[src/rtl/eth_te_pkg.sv]
package eth_te_pkg;

    localparam int ADDR_BYTES = 6;
    localparam int HDR_BYTES  = 2 * ADDR_BYTES;
    localparam int HDR_CNT_W  = $clog2(HDR_BYTES + 1);

    typedef enum logic [1:0] {
        LB_COLLECT,
        LB_EMIT,
        LB_FWD
    } lb_state_e;

    typedef struct packed {
        logic       valid;
        logic       last;
        logic [7:0] data;
    } beat_t;

    // Byte n of a test frame: dst, src, length, counting payload
    function automatic logic [7:0] frame_byte(input logic [15:0] idx,
                                              input logic [47:0] dst,
                                              input logic [47:0] src,
                                              input logic [15:0] plen);
        logic [47:0] sh;
        logic [7:0]  r;
        if (idx < 16'(ADDR_BYTES)) begin
            sh = dst >> (8 * (ADDR_BYTES - 1 - int'(idx)));
            r  = sh[7:0];
        end else if (idx < 16'(HDR_BYTES)) begin
            sh = src >> (8 * (HDR_BYTES - 1 - int'(idx)));
            r  = sh[7:0];
        end else if (idx == 16'(HDR_BYTES)) begin
            r = plen[15:8];
        end else if (idx == 16'(HDR_BYTES + 1)) begin
            r = plen[7:0];
        end else begin
            r = 8'(idx - 16'(HDR_BYTES + 2));
        end
        return r;
    endfunction

    // Header slot that feeds output header position k (address exchange)
    function automatic logic [HDR_CNT_W-1:0] hdr_src_pos(input logic [HDR_CNT_W-1:0] k);
        return (k < HDR_CNT_W'(ADDR_BYTES)) ? k + HDR_CNT_W'(ADDR_BYTES)
                                            : k - HDR_CNT_W'(ADDR_BYTES);
    endfunction

endpackage

[src/rtl/eth_te_swap.sv]
module eth_te_swap
    import eth_te_pkg::*;
(
    input  logic        clk,
    input  logic        rst,
    input  logic        en,
    input  logic [7:0]  rx_data,
    input  logic        rx_valid,
    input  logic        rx_last,
    output logic        rx_ready,
    output beat_t       tx_beat,
    input  logic        tx_ready
);
    localparam logic [HDR_CNT_W-1:0] LAST_SLOT = HDR_CNT_W'(HDR_BYTES - 1);

    lb_state_e             state_q;
    logic [HDR_CNT_W-1:0]  cnt_q;
    logic                  hdr_last_q;
    logic [7:0]            hbuf_q [HDR_BYTES];
    logic                  rx_fire;
    logic                  tx_fire;

    always_comb begin
        tx_beat  = '0;
        rx_ready = 1'b0;
        if (en) begin
            unique case (state_q)
                LB_COLLECT: rx_ready = 1'b1;
                LB_EMIT: begin
                    tx_beat.valid = 1'b1;
                    tx_beat.data  = hbuf_q[hdr_src_pos(cnt_q)];
                    tx_beat.last  = hdr_last_q && (cnt_q == LAST_SLOT);
                end
                LB_FWD: begin
                    tx_beat.valid = rx_valid;
                    tx_beat.data  = rx_data;
                    tx_beat.last  = rx_last;
                    rx_ready      = tx_ready;
                end
                default: ;
            endcase
        end
    end

    assign rx_fire = rx_valid && rx_ready;
    assign tx_fire = tx_beat.valid && tx_ready;

    always_ff @(posedge clk) begin
        if (rst || !en) begin
            state_q    <= LB_COLLECT;
            cnt_q      <= '0;
            hdr_last_q <= 1'b0;
        end else begin
            unique case (state_q)
                LB_COLLECT: if (rx_fire) begin
                    hbuf_q[cnt_q] <= rx_data;
                    if (cnt_q == LAST_SLOT) begin
                        state_q    <= LB_EMIT;
                        cnt_q      <= '0;
                        hdr_last_q <= rx_last;
                    end else if (rx_last) begin
                        cnt_q <= '0;          // runt frame: drop
                    end else begin
                        cnt_q <= cnt_q + 1'b1;
                    end
                end
                LB_EMIT: if (tx_fire) begin
                    if (cnt_q == LAST_SLOT) begin
                        cnt_q   <= '0;
                        state_q <= hdr_last_q ? LB_COLLECT : LB_FWD;
                    end else begin
                        cnt_q <= cnt_q + 1'b1;
                    end
                end
                LB_FWD: if (tx_fire && rx_last) state_q <= LB_COLLECT;
                default: state_q <= LB_COLLECT;
            endcase
        end
    end
endmodule

[src/rtl/eth_te_check.sv]
module eth_te_check
    import eth_te_pkg::*;
#(
    parameter int          FRAME_LEN   = 60,
    parameter int          PAYLOAD_LEN = 46,
    parameter logic [47:0] DST_MAC     = 48'h0,
    parameter logic [47:0] SRC_MAC     = 48'h0
) (
    input  logic       clk,
    input  logic       rst,
    input  logic       track,
    input  logic       beat,
    input  logic [7:0] data,
    input  logic       last,
    input  logic       judge,
    output logic       err_evt
);
    localparam int IDX_W = $clog2(FRAME_LEN + 1);

    logic [IDX_W-1:0] idx_q;
    logic             bad_q;
    logic             over;
    logic             mism;
    logic             len_bad;

    assign over    = (idx_q >= IDX_W'(FRAME_LEN));
    assign mism    = over || (data != frame_byte(16'(idx_q), DST_MAC, SRC_MAC, 16'(PAYLOAD_LEN)));
    assign len_bad = (idx_q != IDX_W'(FRAME_LEN - 1));
    assign err_evt = track && beat && last && judge && (bad_q || mism || len_bad);

    always_ff @(posedge clk) begin
        if (rst || !track) begin
            idx_q <= '0;
            bad_q <= 1'b0;
        end else if (beat) begin
            if (last) begin
                idx_q <= '0;
                bad_q <= 1'b0;
            end else begin
                idx_q <= over ? idx_q : idx_q + 1'b1;
                bad_q <= bad_q || mism;
            end
        end
    end
endmodule

[src/rtl/eth_te_status.sv]
module eth_te_status #(
    parameter int ERR_W = 16
) (
    input  logic             clk,
    input  logic             rst,
    input  logic             err_evt,
    input  logic             err_clr,
    input  logic             rx_fire,
    input  logic             tx_fire,
    output logic             err_flag,
    output logic [ERR_W-1:0] err_count,
    output logic             activity
);
    localparam logic [ERR_W-1:0] CNT_MAX = {ERR_W{1'b1}};

    always_ff @(posedge clk) begin
        if (rst) begin
            err_flag  <= 1'b0;
            err_count <= '0;
            activity  <= 1'b0;
        end else begin
            activity <= rx_fire || tx_fire;
            if (err_clr) begin
                err_flag  <= 1'b0;
                err_count <= '0;
            end else if (err_evt) begin
                err_flag <= 1'b1;
                if (err_count != CNT_MAX) err_count <= err_count + 1'b1;
            end
        end
    end
endmodule

[src/rtl/eth_traffic_engine.sv]
module eth_traffic_engine
    import eth_te_pkg::*;
#(
    parameter int          PAYLOAD_LEN = 46,
    parameter int          ERR_W       = 16,
    parameter logic [47:0] DST_MAC     = 48'h02_11_22_33_44_55,
    parameter logic [47:0] SRC_MAC     = 48'h02_AA_BB_CC_DD_EE
) (
    input  logic             clk,
    input  logic             rst,
    input  logic             gen_en,
    input  logic             chk_en,
    input  logic             err_clr,
    input  logic [7:0]       rx_tdata,
    input  logic             rx_tvalid,
    input  logic             rx_tlast,
    output logic             rx_tready,
    output logic [7:0]       tx_tdata,
    output logic             tx_tvalid,
    output logic             tx_tlast,
    input  logic             tx_tready,
    output logic             err_flag,
    output logic [ERR_W-1:0] err_count,
    output logic             activity
);
    localparam int FRAME_LEN = HDR_BYTES + 2 + PAYLOAD_LEN;
    localparam int IDX_W     = $clog2(FRAME_LEN + 1);

    logic             mode_gen_q;
    logic             drain_q;
    logic             tx_mid_q, rx_mid_q;
    logic             tx_mid_n, rx_mid_n;
    logic [IDX_W-1:0] gen_idx_q;
    logic             rx_fire, tx_fire;
    logic             switch_ok, mode_chg;
    logic             lb_en, lb_rx_ready;
    logic             err_evt;
    beat_t            gen_beat, lb_beat, tx_sel;

    // generator beat
    always_comb begin
        gen_beat.valid = mode_gen_q;
        gen_beat.data  = frame_byte(16'(gen_idx_q), DST_MAC, SRC_MAC, 16'(PAYLOAD_LEN));
        gen_beat.last  = (gen_idx_q == IDX_W'(FRAME_LEN - 1));
    end

    assign tx_sel    = mode_gen_q ? gen_beat : lb_beat;
    assign tx_tdata  = tx_sel.data;
    assign tx_tvalid = tx_sel.valid;
    assign tx_tlast  = tx_sel.last;

    assign lb_en     = !mode_gen_q && !drain_q;
    assign rx_tready = (mode_gen_q || drain_q) ? 1'b1 : lb_rx_ready;

    assign rx_fire   = rx_tvalid && rx_tready;
    assign tx_fire   = tx_tvalid && tx_tready;
    assign rx_mid_n  = rx_fire ? !rx_tlast : rx_mid_q;
    assign tx_mid_n  = tx_fire ? !tx_tlast : tx_mid_q;

    // a frame boundary on the transmit side: nothing started, nothing pending
    assign switch_ok = !tx_mid_n && !(tx_tvalid && !tx_tready);
    assign mode_chg  = switch_ok && (gen_en != mode_gen_q);

    always_ff @(posedge clk) begin
        if (rst) begin
            mode_gen_q <= 1'b0;
            drain_q    <= 1'b0;
            tx_mid_q   <= 1'b0;
            rx_mid_q   <= 1'b0;
            gen_idx_q  <= '0;
        end else begin
            tx_mid_q <= tx_mid_n;
            rx_mid_q <= rx_mid_n;
            if (mode_chg) begin
                mode_gen_q <= gen_en;
                drain_q    <= rx_mid_n;
            end else if (drain_q && rx_fire && rx_tlast) begin
                drain_q <= 1'b0;
            end
            if (mode_gen_q && tx_fire)
                gen_idx_q <= gen_beat.last ? '0 : gen_idx_q + 1'b1;
        end
    end

    eth_te_swap u_swap (
        .clk      (clk),
        .rst      (rst),
        .en       (lb_en),
        .rx_data  (rx_tdata),
        .rx_valid (rx_tvalid),
        .rx_last  (rx_tlast),
        .rx_ready (lb_rx_ready),
        .tx_beat  (lb_beat),
        .tx_ready (tx_tready)
    );

    eth_te_check #(
        .FRAME_LEN   (FRAME_LEN),
        .PAYLOAD_LEN (PAYLOAD_LEN),
        .DST_MAC     (DST_MAC),
        .SRC_MAC     (SRC_MAC)
    ) u_check (
        .clk     (clk),
        .rst     (rst),
        .track   (mode_gen_q && !drain_q),
        .beat    (rx_fire),
        .data    (rx_tdata),
        .last    (rx_tlast),
        .judge   (chk_en),
        .err_evt (err_evt)
    );

    eth_te_status #(.ERR_W(ERR_W)) u_status (
        .clk       (clk),
        .rst       (rst),
        .err_evt   (err_evt),
        .err_clr   (err_clr),
        .rx_fire   (rx_fire),
        .tx_fire   (tx_fire),
        .err_flag  (err_flag),
        .err_count (err_count),
        .activity  (activity)
    );
endmodule

[config.mk]
export PLATFORM = sky130hd
export DESIGN_NAME = eth_traffic_engine
export DESIGN_NICKNAME = d
export VERILOG_FILES = /design/src/rtl/eth_te_pkg.sv /design/src/rtl/eth_te_swap.sv /design/src/rtl/eth_te_check.sv /design/src/rtl/eth_te_status.sv /design/src/rtl/eth_traffic_engine.sv
export SDC_FILE = /design/constraint.sdc
export NUM_CORES = 1
export LEC_CHECK = 0
export BUFFER_PORTS_ARGS = -buffer_cell sky130_fd_sc_hd__buf_2
export CORE_MARGIN = 3
export CORE_UTILIZATION = 30
export DETAILED_ROUTE_END_ITERATION = 7
export MAX_ROUTING_LAYER = met4
export SYNTH_ARGS = -nofsm -noshare
export SYNTH_HDL_FRONTEND = slang
export SYNTH_SLANG_ARGS = --single-unit
[constraint.sdc]
create_clock -name clk -period 3.3 [get_ports clk]
set_input_delay 0.66 -clock clk [delete_from_list [all_inputs] [get_ports clk]]
set_output_delay 0.66 -clock clk [all_outputs]
set_load 0.005 [all_outputs]
==> results.txt <==
Outcome: finished clean
Detailed-placement wirelength estimate: 12,110 microns
Final antenna diode count: 0
Crit-path slowest cell: or4_4
Synth Net Count: 688
Antenna violations before repair: 0
Largest net degree at the start of global routing: 34
Pre-antenna DRT Iters: 4
Routed Antenna Nets: 0
Most used routing layer: met2
Worst hold margin: 0.4638 ns
Initial core utilization: 30.62%
CP max FO: 8
Crit start category: flip-flop
Horiz. Die Dim: 161.0 microns
Fin. Hold Viols: 0
Max frequency: 0.3159 GHz
Synth unique cells: 62
Vias: 5,339
Mean Syn Cell Area: 11.16 sq um
Power Density: 444.2 nW/um^2
Root buffer cell: clkbuf_16
Clock Latency Late Sink: 0.43 ns
EDFF count, synth: 96
Fin. max-slew vios: 0
Nets: 751
Clock Sinks: 138
Setup violators final: 0
Worst-path cell chain: buf_6, ha_2, nand2_1, and3_4, a21o_1, o31a_1, or4_4, a2111oi_4, and4_4, clkbuf_16, nor3_1, o211a_1
Ys Warns: 0
Worst min-delay path class: reg2reg
CP delay by family, top: simple AND/OR/NAND/NOR gates
Synth top area cells: edfxtp_1, dfxtp_1, mux4_2, ha_1, a21oi_1
Drt initial violations: 467
Overflow after GRT: 0
Worst Path Arrival: 3.49 ns
#FFs+latches synth: 138
Synth top area share: 39.99%
Met3 Use GR: 2.590%
Die ar.: 25,930 sq um
Clock Tree Buf Depth: 2
Placed insts: 1,001
DR DRC count: 0
Crit path capture type: flip-flop
Final Cycle Share: 95.93%
Grt met1 use: 17.13%
H-tree depth: 4
Cell accounting for the most synthesized area: edfxtp_1
Top_reg_cell synth: edfxtp_1
PortBufs: 44
Clock Skew: 0.01385 ns
VDD IR max: 0.3453 mV
Via/cell ratio: 5.129
Area grow syn2layout: 20.74%
Crit path largest cell delay: 0.50 ns
Vias in the first global route: 5,238
Core Region: 23,540 sq um
Rel. slew slack: 58.67%
Total GRT Usage: 14.08%
Seq/Total Area, Yosys: 51.65%
Share of cells above drive strength 1: 24.52%
Pleak: 2.977 nW
Min Clock Period, post-route: 3.166 ns
First-pass GRT wire length: 27,890 microns
Slew of the pin with the lowest slew margin: 0.6153 ns
CTS tree: yes
Crit path kind: reg2reg
Top Ports: 45
Met2 Resource Use GR: 23.80%
Post-DP Area: 7895 sq um
Worst path bufs/invs: 2
Layout Cells excl Fill: 1,041
Mapped cell area: 7209 sq um
Design area: 8705 sq um
Die height: 161.0 microns
Gate Count Post-Synth: 646
RSZ-0062 raised after global routing: true
# rows: 56
WP data required: 3.63 ns
WL final: 17,940 microns
Cts bufs inserted: 17
Async S/R FF share, synth: 0%
Clock Pin Slew Worst Setup and Hold Paths: 0.06 ns
MaxCap Viol Count: 0
Final GP Congestion: 0.8959
WL per Instance: 17.23 microns
==> state kept, by name (all words and copies together), names as in the netlist <==
signal / flops
drain_q: 1
gen_idx_q: 6
mode_gen_q: 1
rx_mid_q: 1
tx_mid_q: 1
u_check.bad_q: 1
u_check.idx_q: 6
u_status.activity: 1
u_status.err_count: 16
u_status.err_flag: 1
u_swap.cnt_q: 4
u_swap.hbuf_q: 96
u_swap.hdr_last_q: 1
u_swap.state_q: 2
==> worst register-to-register path: cells and delay by family (launching register included) <==
| family | cells | cell delay, ns |
|---|---|---|
| AND/OR/NAND/NOR | 5 | 1.17 |
| AO/OA/AOI/OAI | 4 | 1.07 |
| flip-flops | 1 | 0.37 |
| buffers and inverters | 2 | 0.29 |
| adder cells (fa/ha/maj) | 1 | 0.18 |
==> path summary, 6_finish.rpt <==
check	start	to	slack, ns	cells after the start
hold / removal	u_status.err_flag$_SDFFE_PP0P_	u_status.err_flag$_SDFFE_PP0P_	0.46	1
setup reg to reg	u_check.idx_q[2]$_SDFFE_PP0P_	u_status.err_count[12]$_SDFFE_PP0P_	0.13	12
hold reg to reg	u_status.err_flag$_SDFFE_PP0P_	u_status.err_flag$_SDFFE_PP0P_	0.46	1
setup / recovery	u_check.idx_q[2]$_SDFFE_PP0P_	u_status.err_count[12]$_SDFFE_PP0P_	0.13	12
==> layout make-up <==
type / count / area (sq um)
clock buffer: 18 / 429.2
clock inverter: 14 / 127.6
fill: 2325 / 14840
inverter: 19 / 72.57
multi-input combinational: 457 / 3374
sequential: 138 / 3740
tap: 319 / 399.1
timing repair buffer: 76 / 561.8
==> per-layer routing <==
metal  wire (microns)  share of wire (%)  up-vias
li1                 -                  -     2586
met1             7843                 44     2611
met2             9113                 51      119
met3              675                3.8       23
met4              302                1.7        0
met5                0                  0        -
==> synthesized netlist by cell type (6+ instances only) <==
master and count:
a31oi_1 6, dfxtp_1 42, ha_1 26, nand3_1 27
xnor2_1 11, mux4_2 24, or4_1 12, a21oi_1 47
or3_1 19, nor2_1 41, nor3_1 11, buf_6 6
clkbuf_1 22, nand2_1 62, and3_1 9, and2_1 19
o31ai_1 12, o21ai_0 32, edfxtp_1 96, inv_1 17
nand4_1 9, o21ai_1 6
==> where the power goes <==
group / leakage (nW) / total [mW] / internal [mW] / switching [mW]
sequential: 1.21 / 1.87 / 1.86 / 0.0116
combinational: 1.51 / 0.199 / 0.0772 / 0.122
clock: 0.262 / 1.79 / 0.991 / 0.803
total: 2.98 / 3.87 / 2.93 / 0.937
==> cell families (layout without fill, tap and decap cells) <==
logic type / count (synthesis) / in the layout / synth area share [%]
AOI/OAI and AO/OA: 138 / 138 / 11.84
xor gates and xnor gates: 16 / 16 / 1.944
adders and majority gates: 26 / 26 / 4.512
buffers and inverters: 51 / 127 / 3.350
DFF: 138 / 138 / 51.65
muxes: 31 / 31 / 8.504
and+or+nand+nor: 246 / 246 / 18.21
==> layout by cell type (no fill, tap or decap), types with 7 or more instances in the layout <==
cell / count
mux4_2: 24
nand2_1: 62
xnor2_1: 10
dfxtp_1: 33
edfxtp_1: 96
nand3_1: 27
nor2_1: 41
and2_1: 19
or4_4: 7
buf_4: 23
o21ai_0: 29
o21ai_1: 8
or3_1: 19
nand4_1: 9
dfxtp_2: 7
clkbuf_16: 20
ha_1: 22
buf_2: 44
and3_1: 8
nor3_1: 11
o31ai_1: 12
inv_1: 15
a21oi_1: 41
==> timing repair <==
item | CTS | global route
cloned | 0 | 4
setup buffers | 0 | 4
pin swaps | 0 | 10
resized for setup | 1 | 37
setup endpoints to repair | 2 | 25
hold buffers | 0 | 0
==> metrics by stage <==
stage / power (mW) / setup TNS (ns) / utilization, % / setup slack [ns]
3_5_place_dp: 2.109 / 0 / 33.54 / 0.07855
5_1_grt: 4.002 / -0.02986 / 36.97 / -0.01776
4_1_cts: 3.908 / 0 / 35.91 / 0.04512
3_3_place_gp: 2.106 / 0 / 33.54 / 0.1022
6_report: 3.867 / 0 / 36.97 / 0.1342
2_1_floorplan: 2.024 / 0 / - / 0.02953
Power figures use the tool's default switching activity.
